### src/rtl/prom_seq_pkg.sv
package prom_seq_pkg;

  // mode line codes, bit 0 is the first mode line
  localparam logic [3:0] MODE_IDLE    = 4'b0000;
  localparam logic [3:0] MODE_CLEAR   = 4'b0101;
  localparam logic [3:0] MODE_WRITE   = 4'b1110;
  localparam logic [3:0] MODE_VERIFY  = 4'b1100;
  localparam logic [3:0] MODE_INHIBIT = 4'b1101;

  typedef enum logic [3:0] {
    ST_IDLE,
    ST_WAIT,
    ST_CLR,
    ST_SUP,
    ST_INH0,
    ST_FETCH,
    ST_WR,
    ST_INH1,
    ST_VFY,
    ST_XWR,
    ST_INH2,
    ST_ADV,
    ST_FCLR,
    ST_FSUP,
    ST_DONE
  } seq_state_t;

endpackage

### src/rtl/psq_timer.sv
module psq_timer #(
  parameter int CW = 16
) (
  input  logic          clk,
  input  logic          rst_n,
  input  logic          ld,
  input  logic [CW-1:0] ld_val,
  output logic          zero
);

  logic [CW-1:0] cnt_q;
  logic [CW-1:0] cnt_d;
  logic          cnt_en;

  assign zero   = (cnt_q == '0);
  assign cnt_en = ld | ~zero;

  always_comb begin
    cnt_d = cnt_q;
    if (ld)         cnt_d = ld_val;
    else if (!zero) cnt_d = cnt_q - CW'(1);
  end

  always_ff @(posedge clk or negedge rst_n) begin
    if (!rst_n)      cnt_q <= '0;
    else if (cnt_en) cnt_q <= cnt_d;
  end

endmodule

### src/rtl/psq_clk_burst.sv
module psq_clk_burst #(
  parameter int NPULSE = 4,
  parameter int HALF   = 2
) (
  input  logic clk,
  input  logic rst_n,
  input  logic go,
  output logic clk_o,
  output logic last
);

  localparam int NPH = 2 * NPULSE;
  localparam int PW  = (NPH > 1) ? $clog2(NPH) : 1;
  localparam int HW  = (HALF > 1) ? $clog2(HALF) : 1;

  logic          act_q, act_d;
  logic [PW-1:0] ph_q, ph_d;
  logic [HW-1:0] hc_q, hc_d;
  logic          hc_end, ph_end, upd_en;

  assign hc_end = (hc_q == '0);
  assign ph_end = (ph_q == PW'(NPH - 1));
  assign last   = act_q & hc_end & ph_end;
  assign clk_o  = act_q & ~ph_q[0];
  assign upd_en = go | act_q;

  always_comb begin
    act_d = act_q;
    ph_d  = ph_q;
    hc_d  = hc_q;
    if (go) begin
      act_d = 1'b1;
      ph_d  = '0;
      hc_d  = HW'(HALF - 1);
    end else if (act_q) begin
      if (hc_end) begin
        hc_d = HW'(HALF - 1);
        if (ph_end) act_d = 1'b0;
        else        ph_d  = ph_q + PW'(1);
      end else begin
        hc_d = hc_q - HW'(1);
      end
    end
  end

  always_ff @(posedge clk or negedge rst_n) begin
    if (!rst_n) begin
      act_q <= 1'b0;
      ph_q  <= '0;
      hc_q  <= '0;
    end else if (upd_en) begin
      act_q <= act_d;
      ph_q  <= ph_d;
      hc_q  <= hc_d;
    end
  end

endmodule

### src/rtl/prom_prog_seq.sv
module prom_prog_seq
  import prom_seq_pkg::*;
#(
  parameter int DW         = 8,
  parameter int NUM_BYTES  = 256,
  parameter int WAIT_CYC   = 1250,
  parameter int PULSE_CYC  = 125000,
  parameter int SETTLE_CYC = 4,
  parameter int MAX_TRIES  = 25,
  parameter int CLK_HALF   = 4,
  localparam int AW = (NUM_BYTES > 1) ? $clog2(NUM_BYTES) : 1
) (
  input  logic          clk,
  input  logic          rst_n,
  input  logic          start,
  output logic          done,
  output logic          byte_req,
  output logic [AW-1:0] byte_addr,
  input  logic          byte_vld,
  input  logic [DW-1:0] byte_data,
  output logic [3:0]    mode_pins,
  output logic          prog_clk,
  output logic          vdd_prog,
  output logic          vpp_prog,
  output logic [DW-1:0] dq_out,
  output logic          dq_oe,
  input  logic [DW-1:0] dq_in,
  output logic          fail,
  output logic [AW-1:0] fail_addr
);

  localparam int TW     = $clog2(MAX_TRIES + 1);
  localparam int CW     = $clog2(MAX_TRIES * PULSE_CYC + WAIT_CYC + SETTLE_CYC + 1);
  localparam int NPULSE = 4;

  // reset: asserted asynchronously, released on a clock edge
  logic rst_s1_q, rst_sync_n;
  always_ff @(posedge clk or negedge rst_n) begin
    if (!rst_n) begin
      rst_s1_q   <= 1'b0;
      rst_sync_n <= 1'b0;
    end else begin
      rst_s1_q   <= 1'b1;
      rst_sync_n <= rst_s1_q;
    end
  end

  seq_state_t    st_q, st_d;
  logic [AW-1:0] addr_q;
  logic [TW-1:0] tries_q;
  logic [DW-1:0] byte_q;
  logic          fail_q;
  logic [AW-1:0] faddr_q;

  logic          tmr_ld, tmr_zero;
  logic [CW-1:0] tmr_val;
  logic          burst_go, burst_last;

  logic addr_clr, addr_inc, tries_one, tries_inc, byte_ld, fail_set, fail_clr;
  logic addr_last, at_max, match;

  assign addr_last = (addr_q == AW'(NUM_BYTES - 1));
  assign at_max    = (tries_q == TW'(MAX_TRIES));
  assign match     = (dq_in == byte_q);

  psq_timer #(.CW(CW)) u_tmr (
    .clk    (clk),
    .rst_n  (rst_sync_n),
    .ld     (tmr_ld),
    .ld_val (tmr_val),
    .zero   (tmr_zero)
  );

  psq_clk_burst #(.NPULSE(NPULSE), .HALF(CLK_HALF)) u_burst (
    .clk   (clk),
    .rst_n (rst_sync_n),
    .go    (burst_go),
    .clk_o (prog_clk),
    .last  (burst_last)
  );

  // next-state logic
  always_comb begin
    st_d      = st_q;
    tmr_ld    = 1'b0;
    tmr_val   = '0;
    burst_go  = 1'b0;
    addr_clr  = 1'b0;
    addr_inc  = 1'b0;
    tries_one = 1'b0;
    tries_inc = 1'b0;
    byte_ld   = 1'b0;
    fail_set  = 1'b0;
    fail_clr  = 1'b0;
    unique case (st_q)
      ST_IDLE: if (start) begin
        st_d     = ST_WAIT;
        tmr_ld   = 1'b1;
        tmr_val  = CW'(WAIT_CYC - 1);
        fail_clr = 1'b1;
      end
      ST_WAIT: if (tmr_zero) st_d = ST_CLR;
      ST_CLR: begin
        st_d     = ST_SUP;
        addr_clr = 1'b1;
      end
      ST_SUP:  st_d = ST_INH0;
      ST_INH0: st_d = ST_FETCH;
      ST_FETCH: if (byte_vld) begin
        st_d      = ST_WR;
        byte_ld   = 1'b1;
        tries_one = 1'b1;
        tmr_ld    = 1'b1;
        tmr_val   = CW'(PULSE_CYC - 1);
      end
      ST_WR: if (tmr_zero) st_d = ST_INH1;
      ST_INH1: begin
        st_d    = ST_VFY;
        tmr_ld  = 1'b1;
        tmr_val = CW'(SETTLE_CYC - 1);
      end
      ST_VFY: if (tmr_zero) begin
        if (match) begin
          st_d    = ST_XWR;
          tmr_ld  = 1'b1;
          tmr_val = CW'(tries_q) * CW'(PULSE_CYC) - CW'(1);
        end else if (at_max) begin
          st_d     = ST_FCLR;
          fail_set = 1'b1;
        end else begin
          st_d      = ST_WR;
          tries_inc = 1'b1;
          tmr_ld    = 1'b1;
          tmr_val   = CW'(PULSE_CYC - 1);
        end
      end
      ST_XWR: if (tmr_zero) st_d = ST_INH2;
      ST_INH2: begin
        st_d     = ST_ADV;
        burst_go = 1'b1;
      end
      ST_ADV: if (burst_last) begin
        if (addr_last) st_d = ST_FCLR;
        else begin
          st_d     = ST_FETCH;
          addr_inc = 1'b1;
        end
      end
      ST_FCLR: st_d = ST_FSUP;
      ST_FSUP: st_d = ST_DONE;
      ST_DONE: st_d = ST_IDLE;
      default: st_d = ST_IDLE;
    endcase
  end

  // state and datapath registers
  always_ff @(posedge clk or negedge rst_sync_n) begin
    if (!rst_sync_n) st_q <= ST_IDLE;
    else             st_q <= st_d;
  end

  always_ff @(posedge clk or negedge rst_sync_n) begin
    if (!rst_sync_n)   addr_q <= '0;
    else if (addr_clr) addr_q <= '0;
    else if (addr_inc) addr_q <= addr_q + AW'(1);
  end

  always_ff @(posedge clk or negedge rst_sync_n) begin
    if (!rst_sync_n)    tries_q <= '0;
    else if (tries_one) tries_q <= TW'(1);
    else if (tries_inc) tries_q <= tries_q + TW'(1);
  end

  always_ff @(posedge clk or negedge rst_sync_n) begin
    if (!rst_sync_n)  byte_q <= '0;
    else if (byte_ld) byte_q <= byte_data;
  end

  always_ff @(posedge clk or negedge rst_sync_n) begin
    if (!rst_sync_n) begin
      fail_q  <= 1'b0;
      faddr_q <= '0;
    end else if (fail_set) begin
      fail_q  <= 1'b1;
      faddr_q <= addr_q;
    end else if (fail_clr) begin
      fail_q  <= 1'b0;
      faddr_q <= '0;
    end
  end

  // output decode from the state register
  always_comb begin
    unique case (st_q)
      ST_CLR, ST_SUP, ST_FCLR, ST_FSUP:          mode_pins = MODE_CLEAR;
      ST_INH0, ST_FETCH, ST_INH1, ST_INH2, ST_ADV: mode_pins = MODE_INHIBIT;
      ST_WR, ST_XWR:                             mode_pins = MODE_WRITE;
      ST_VFY:                                    mode_pins = MODE_VERIFY;
      default:                                   mode_pins = MODE_IDLE;
    endcase
  end

  always_comb begin
    unique case (st_q)
      ST_SUP, ST_INH0, ST_FETCH, ST_WR, ST_INH1,
      ST_VFY, ST_XWR, ST_INH2, ST_ADV, ST_FCLR: vdd_prog = 1'b1;
      default:                                 vdd_prog = 1'b0;
    endcase
  end

  assign vpp_prog  = vdd_prog;
  assign dq_oe     = (st_q == ST_WR) | (st_q == ST_XWR);
  assign dq_out    = byte_q;
  assign byte_req  = (st_q == ST_FETCH);
  assign byte_addr = addr_q;
  assign done      = (st_q == ST_DONE);
  assign fail      = fail_q;
  assign fail_addr = faddr_q;

endmodule

### config.mk
export PLATFORM = sky130hd
export DESIGN_NAME = prom_prog_seq
export DESIGN_NICKNAME = d
export VERILOG_FILES = /design/src/rtl/prom_seq_pkg.sv /design/src/rtl/psq_timer.sv /design/src/rtl/psq_clk_burst.sv /design/src/rtl/prom_prog_seq.sv
export SDC_FILE = /design/constraint.sdc
export NUM_CORES = 1
export LEC_CHECK = 0
export BUFFER_PORTS_ARGS = -buffer_cell sky130_fd_sc_hd__buf_2
export CAP_MARGIN = 20
export CELL_PAD_IN_SITES_DETAIL_PLACEMENT = 1
export CELL_PAD_IN_SITES_GLOBAL_PLACEMENT = 2
export CORE_AREA = 2 2 93 162
export CTS_BUF_LIST = sky130_fd_sc_hd__clkbuf_16
export CTS_CLUSTER_DIAMETER = 80
export CTS_CLUSTER_SIZE = 24
export DETAILED_ROUTE_END_ITERATION = 10
export DIE_AREA = 0 0 95 164
export PLACE_DENSITY = 0.81
export SLEW_MARGIN = 20
export SYNTH_ARGS = -nofsm -noshare
export SYNTH_HDL_FRONTEND = slang
export SYNTH_SLANG_ARGS = --single-unit
### constraint.sdc
create_clock -name clk -period 3.7 [get_ports clk]
set_clock_uncertainty 0.15 [all_clocks]
set_input_delay 0.74 -clock clk [delete_from_list [all_inputs] [get_ports clk]]
set_output_delay 0.74 -clock clk [all_outputs]
set_load 0.03 [all_outputs]
# Word level (Yosys, flattened, before mapping)
# Memory sizes are Yosys's and may differ from the RTL's.
# Index checks and enable logic that the tools add are counted.
classes:
  eq_ne: 27
  n_addsub: 6
  mul: 1
  mux: 58
  bitwise_logic: 8
  n_reduce_logical: 12
ops:
  columns: ["operator", "count"]
  rows:
  - ["$mux W22", 4]
  - ["$pmux W22 S4", 1]
  - ["$pmux W4 S14", 1]
  - ["$sub A22 B1 Y22 const B", 2]
  - ["$mux W4", 10]
  - ["$mux W17", 2]
  - ["$mux W8", 4]
  - ["$eq A4 B4 Y1 const B", 7]
  - ["$mux W1", 25]
  - ["$logic_not A22 Y1", 1]
  - ["$mul A5 B14 Y19 const B", 1]
  - ["$eq A4 B3 Y1 const B", 4]
  - ["$ne A2 B1 Y1 const B", 7]
  - ["$mux W3", 4]
  - ["$mux W11", 1]
  - ["$mux W5", 2]
  - ["$reduce_bool A2 Y1", 5]
  - ["$add A8 B1 Y8 const B", 1]
  - ["$eq A4 B2 Y1 const B", 2]
  - ["$eq A8 B8 Y1", 1]
  - ["$eq A8 B8 Y1 const B", 1]
  - ["$reduce_and A7 Y1", 1]
  - ["$mux W2", 3]
  - ["$add A5 B1 Y5 const B", 1]
  - ["other kinds (14)", 21]
totals:
  n_memories: 2
  word_cells: 126
  register_bits: 64
  mem_bits_ro: 80
memory_table:
  columns: ["memory", "depth", "word_bits", "rd", "rd_ports_with_merged_regs", "write_ports", "line", "source"]
  rows:
  - ["(name not given)", 16, 4, 1, 0, 0, "prom_prog_seq.sv:194", "unique case (st_q)"]
  - ["(name not given)", 16, 1, 1, 0, 0, "prom_prog_seq.sv:204", "unique case (st_q)"]

# Longest topological paths before layout
depth:
  depth_word: 7
  depth_mapped: 15
  ltp_nobuf: 14

# By module
# Synthesis repeated with hierarchy kept, for this count alone.
unflattened:
  cells_unflattened: 609
  area_unflattened_um2: 5266.3
by_module_without_submodules:
  columns: ["module", "cells_each", "area_per_inst_um2", "n_inst"]
  rows:
  - ["prom_prog_seq", 447, 3636.0, 1]
  - ["psq_timer", 130, 1278.7, 1]
  - ["psq_clk_burst", 32, 351.6, 1]

# Worst setup path after synthesis
# OpenSTA, ideal clock, no wires.
synth_path:
  path_kind: "register to register"
  start: "register tries_q[2]"
  end: "register u_tmr.cnt_q[20]"
  path_buffers: 1
  slack_ns: -0.456
  setup_time_ns: 0.128
  arrival_time_ns: 3.878
  t_required_ns: 3.422
  stages_incl_launch_ff: 16
  cell_sequence: "dfrtp_1 > inv_1 > ha_1 > fa_1 > fa_1 > inv_1 > ha_1 > nand4_1 > or3_1 > clkbuf_1 > and4b_1 > a2111o_1 > nand3_1 > nor2_1 > xnor2_1 > o22ai_1"
synth_via:
  elab_chain_cells: 7
  elab_cells_between_ends: 14
synth_rtl:
  columns: ["item", "line", "source"]
  rows:
  - ["from (decl)", "prom_prog_seq.sv:50", "logic [TW-1:0] tries_q;"]
  - ["from (signal assigned)", "prom_prog_seq.sv:171", "else if (tries_inc) tries_q <= tries_q + TW'(1);"]
  - ["parallel branches: the longest is 7 deep, another holds $sub A22 B1 Y22", null, null]
  - ["to (signal assigned)", "psq_timer.sv:26", "else if (cnt_en) cnt_q <= cnt_d;"]
  - ["to (decl)", "psq_timer.sv:11", "logic [CW-1:0] cnt_q;"]
# Several ways; the timed one is not identified.
# A chain may end at the register's enable or synchronous reset.

# Worst setup path after layout
# Same ends and word-level chain as after synthesis.

==> results.md <==
- Grt ovf: 0
- Max Slew Vio Count: 0
- Crit share post-route: 102%
- Main combinational cell family by area after synthesis: simple AND/OR/NAND/NOR gates
- Comb power frac: 1.4%
- Critical path required time: 3760 ps
- DR pass1 iterations: 4
- Syn Area/Cell: 8.47 µm²
- CP arrival: 3830 ps
- Cell-internal power: 1.30 mW
- Syn Nets: 645
- Initial core utilization: 34.2%
- Largest area contributor in the netlist: dfrtp_1
- Ys async rst share: 100%
- Top-count cell post-synth: nand2_1
- CTS clock-pin slew for the worst setup and hold paths: 60 ps
- CTS Sinks: 64
- Mux contribution to synthesized area: 1.25%
- Mapped Area: 4890 µm²
- RR Endpoint: u_tmr.cnt_q[20]
- Full die area: 15600 µm²
- WP depth: 14
- Cell count after synthesis: 577
- Buf/Inv on CP: 2
- CP endpoint kind: register
- WS Path Type: reg -> reg
- DRC viols: 0
- NetSw: 336 µW
- Post-layout nets: 728
- Clk_lat worst skew: 330 ps
- Flop pwr share: 43.6%
- RSZ-0062 raised after global routing: true
- Slew @ Worst Pin: 967 ps
- H-tree Lvls: 3
- Slew HR: 35.5%
- Fmax: 265 MHz
- Synth top cells by count: nand2_1 (91), dfrtp_1 (64), nor2_1 (62)
- Flip-flop and latch count after synthesis: 64
- Final ANT Viol Nets: 0
- Fillers: 1700
- Top cells by area, synth: dfrtp_1 (33%), ha_1 (11%), nand2_1 (7.0%)
- Share of the synthesized area in the top cell type: 32.8%
- Post-Synth XOR/XNOR Area: 10.6%
- Leak: 2.85 nW
- Wirelength per Cell: 18.6 µm
- Status: finished, violations left
- Gpl congestion: 0.891
- Crit path max-delay cell type: fa_1
- CTS tree: built
- Final Instance Area: 6070 µm²
- CTS Buf Count: 9
- Final Hold Vio Count: 0
- Post-place setup slack: -138 ps
- Synth warn: 0
- Total chip power: 1.63 mW
- P per Cell Area: 269 nW/µm²
- I/O Buffers: 54
- CP top delay family: adder cells
- All-Layer GR Usage: 21.3%
- Compound-gate portion of the synthesized area: 13.8%
- Simple-Gate Fraction of Synth Area: 24.6%
- Setup Viol. Count Final: 3
- Clk pwr share: 54.9%
- Post-synthesis adder-cell area fraction: 13.2%
- Crit path time final: 3770 ps
- Area Overhead vs Synth: 24.2%
- Root Buffer: clkbuf_16
- Placed cell area: 5640 µm²
- Vias in the first global route: 5148
- Failing checks: setup timing
- Cells along the critical path: inv_4, ha_4, fa_1, fa_1, inv_2, ha_4, nand4_1, or3_4, and4b_1, a2111o_1, nand3_2, nor2_1, xnor2_1, o22ai_1
- Avg Vias per Cell: 5.39
- Sw Share: 20.6%
- Sequential share of the synthesized area: 32.8%
- Drt total wl: 15700 µm
- Worst flop-to-flop path startpoint: tries_q[2]
- Startpoint Class: register
- Dpl hpwl: 12600 µm
- First-pass GRT wire length: 25400 µm
- Synth unique cells: 61
- Slowest cell delay on critical path: 520 ps
- VDD IR max: 0.160 mV
- Die width: 95 µm
- Via count: 4551
- Worst hold path class: in -> async
- Worst reg2reg path depth: 14
- Maximum root-to-sink buffer count: 2
- FP Rows: 58
- Post-synth EDFFs: 0
- I/O pin count: 55
- Layout cell share with drive strength beyond 1: 22.6%
- Max FO, Critical Path: 6
- Worst reg-to-reg setup slack: -70 ps
- Max-cap violations: 0
- Initial antenna violation count: 0
- Ant. Diodes: 0
- Largest net degree at the start of global routing: 41
- Final WS setup: -70.0 ps
- Core Region: 14300 µm²
- Drt initial violations: 84
- Primary FF master, synth: dfrtp_1
- Hold Buf Count CTS: 0
- Die H: 164 µm
==> metal layers <==
layer	track usage [%]	vias up	wire, µm
met3	2.48	36	269
met4	11.6	0	732
met1	18.6	2268	5210
li1	-	2181	-
met2	44.4	66	9470
met5	0	-	0
==> logic make-up (layout without fill, tap and decap cells) <==
group           Yosys count  count (layout)
compound gates          102             102
xor+xnor                 59              59
fa+ha+maj                48              48
buf+inv                  45             133
flops                    64              64
mux                       6               6
other cells               1               1
simple gates            252             252
==> how the worst max path moves through the flow <==
stage | to | slack (ps) | from
2_1_floorplan | u_tmr.cnt_q[21] | 3 | tries_q[3]
3_3_place_gp | u_tmr.cnt_q[18] | -60 | tries_q[4]
3_5_place_dp | u_tmr.cnt_q[18] | -140 | tries_q[4]
4_1_cts | u_tmr.cnt_q[20] | -70 | tries_q[2]
5_1_grt | u_tmr.cnt_q[20] | -230 | tries_q[2]
6_report | u_tmr.cnt_q[20] | -70 | tries_q[2]
==> power by group through the flow <==
| stage | clock, mW | combinational [mW] | sequential [mW] |
|---|---|---|---|
| CTS | 0.908 | 0.0238 | 0.713 |
| global placement | 0 | 0.0230 | 0.725 |
| detailed placement | 0 | 0.0237 | 0.725 |
| finish | 0.897 | 0.0232 | 0.712 |
| global route | 0.942 | 0.0263 | 0.713 |
| floorplan | 0 | 0.00486 | 0.725 |
==> final cells by class <==
class                   instances  area [µm²]  area share, %
well taps                     180         225           3.71
clock buffers                   9         225           3.71
inverters                      24        92.6           1.53
flip-flops and latches         64        1610           26.5
multi-input cells             468        3270           53.9
clock inverters                 7        86.3           1.42
repair buffers                 93         563           9.28
==> what timing repair did <==
item / in CTS / in global routing
gates resized for setup: 11 / 8
buffers inserted: 3 / 0
endpoints found under the setup margin: 4 / 5
pin swaps: 8 / 1
==> registers in the layout, summed over array words and instances (netlist names) <==
| signal | flops |
|---|---|
| u_tmr.cnt_q | 22 |
| byte_addr | 8 |
| dq_out | 8 |
| fail_addr | 8 |
| tries_q | 5 |
| st_q | 4 |
| u_burst.ph_q | 3 |
| u_burst.hc_q | 2 |
| fail | 1 |
| rst_s1_q | 1 |
| rst_sync_n | 1 |
| u_burst.act_q | 1 |
==> stage by stage <==
stage	setup TNS, ps	hold slack [ps]	cells	utilization, %
2_1_floorplan	0	181	577	-
3_3_place_gp	-105	186	826	39.4
3_5_place_dp	-460	191	826	39.4
4_1_cts	-188	22.0	845	42.2
5_1_grt	-700	24.2	845	42.4
6_report	-167	26.8	845	42.4
==> cells in the final DEF (no fill, tap or decap), drive strengths merged, types with 3 or more instances in the layout <==
cell / netlist / routed
buf: 7 / 93
and3: 7 / 7
o21ai: 25 / 25
ha: 42 / 42
nor3: 19 / 19
o41ai: 3 / 3
o21a: 3 / 3
nor2b: 4 / 4
xor2: 35 / 35
o31ai: 3 / 3
nor2: 62 / 62
dfrtp: 64 / 64
a31oi: 7 / 7
mux2i: 5 / 5
nand3: 22 / 22
a21oi: 30 / 30
a31o: 3 / 3
and2: 6 / 6
or4: 7 / 7
nand4: 8 / 8
clkbuf: 14 / 9
nor4: 9 / 9
fa: 6 / 6
xnor2: 24 / 24
a22oi: 6 / 6
inv: 23 / 23
or3: 8 / 8
clkinv: 1 / 5
nand2: 91 / 91
(Power assumes the default switching activity.)
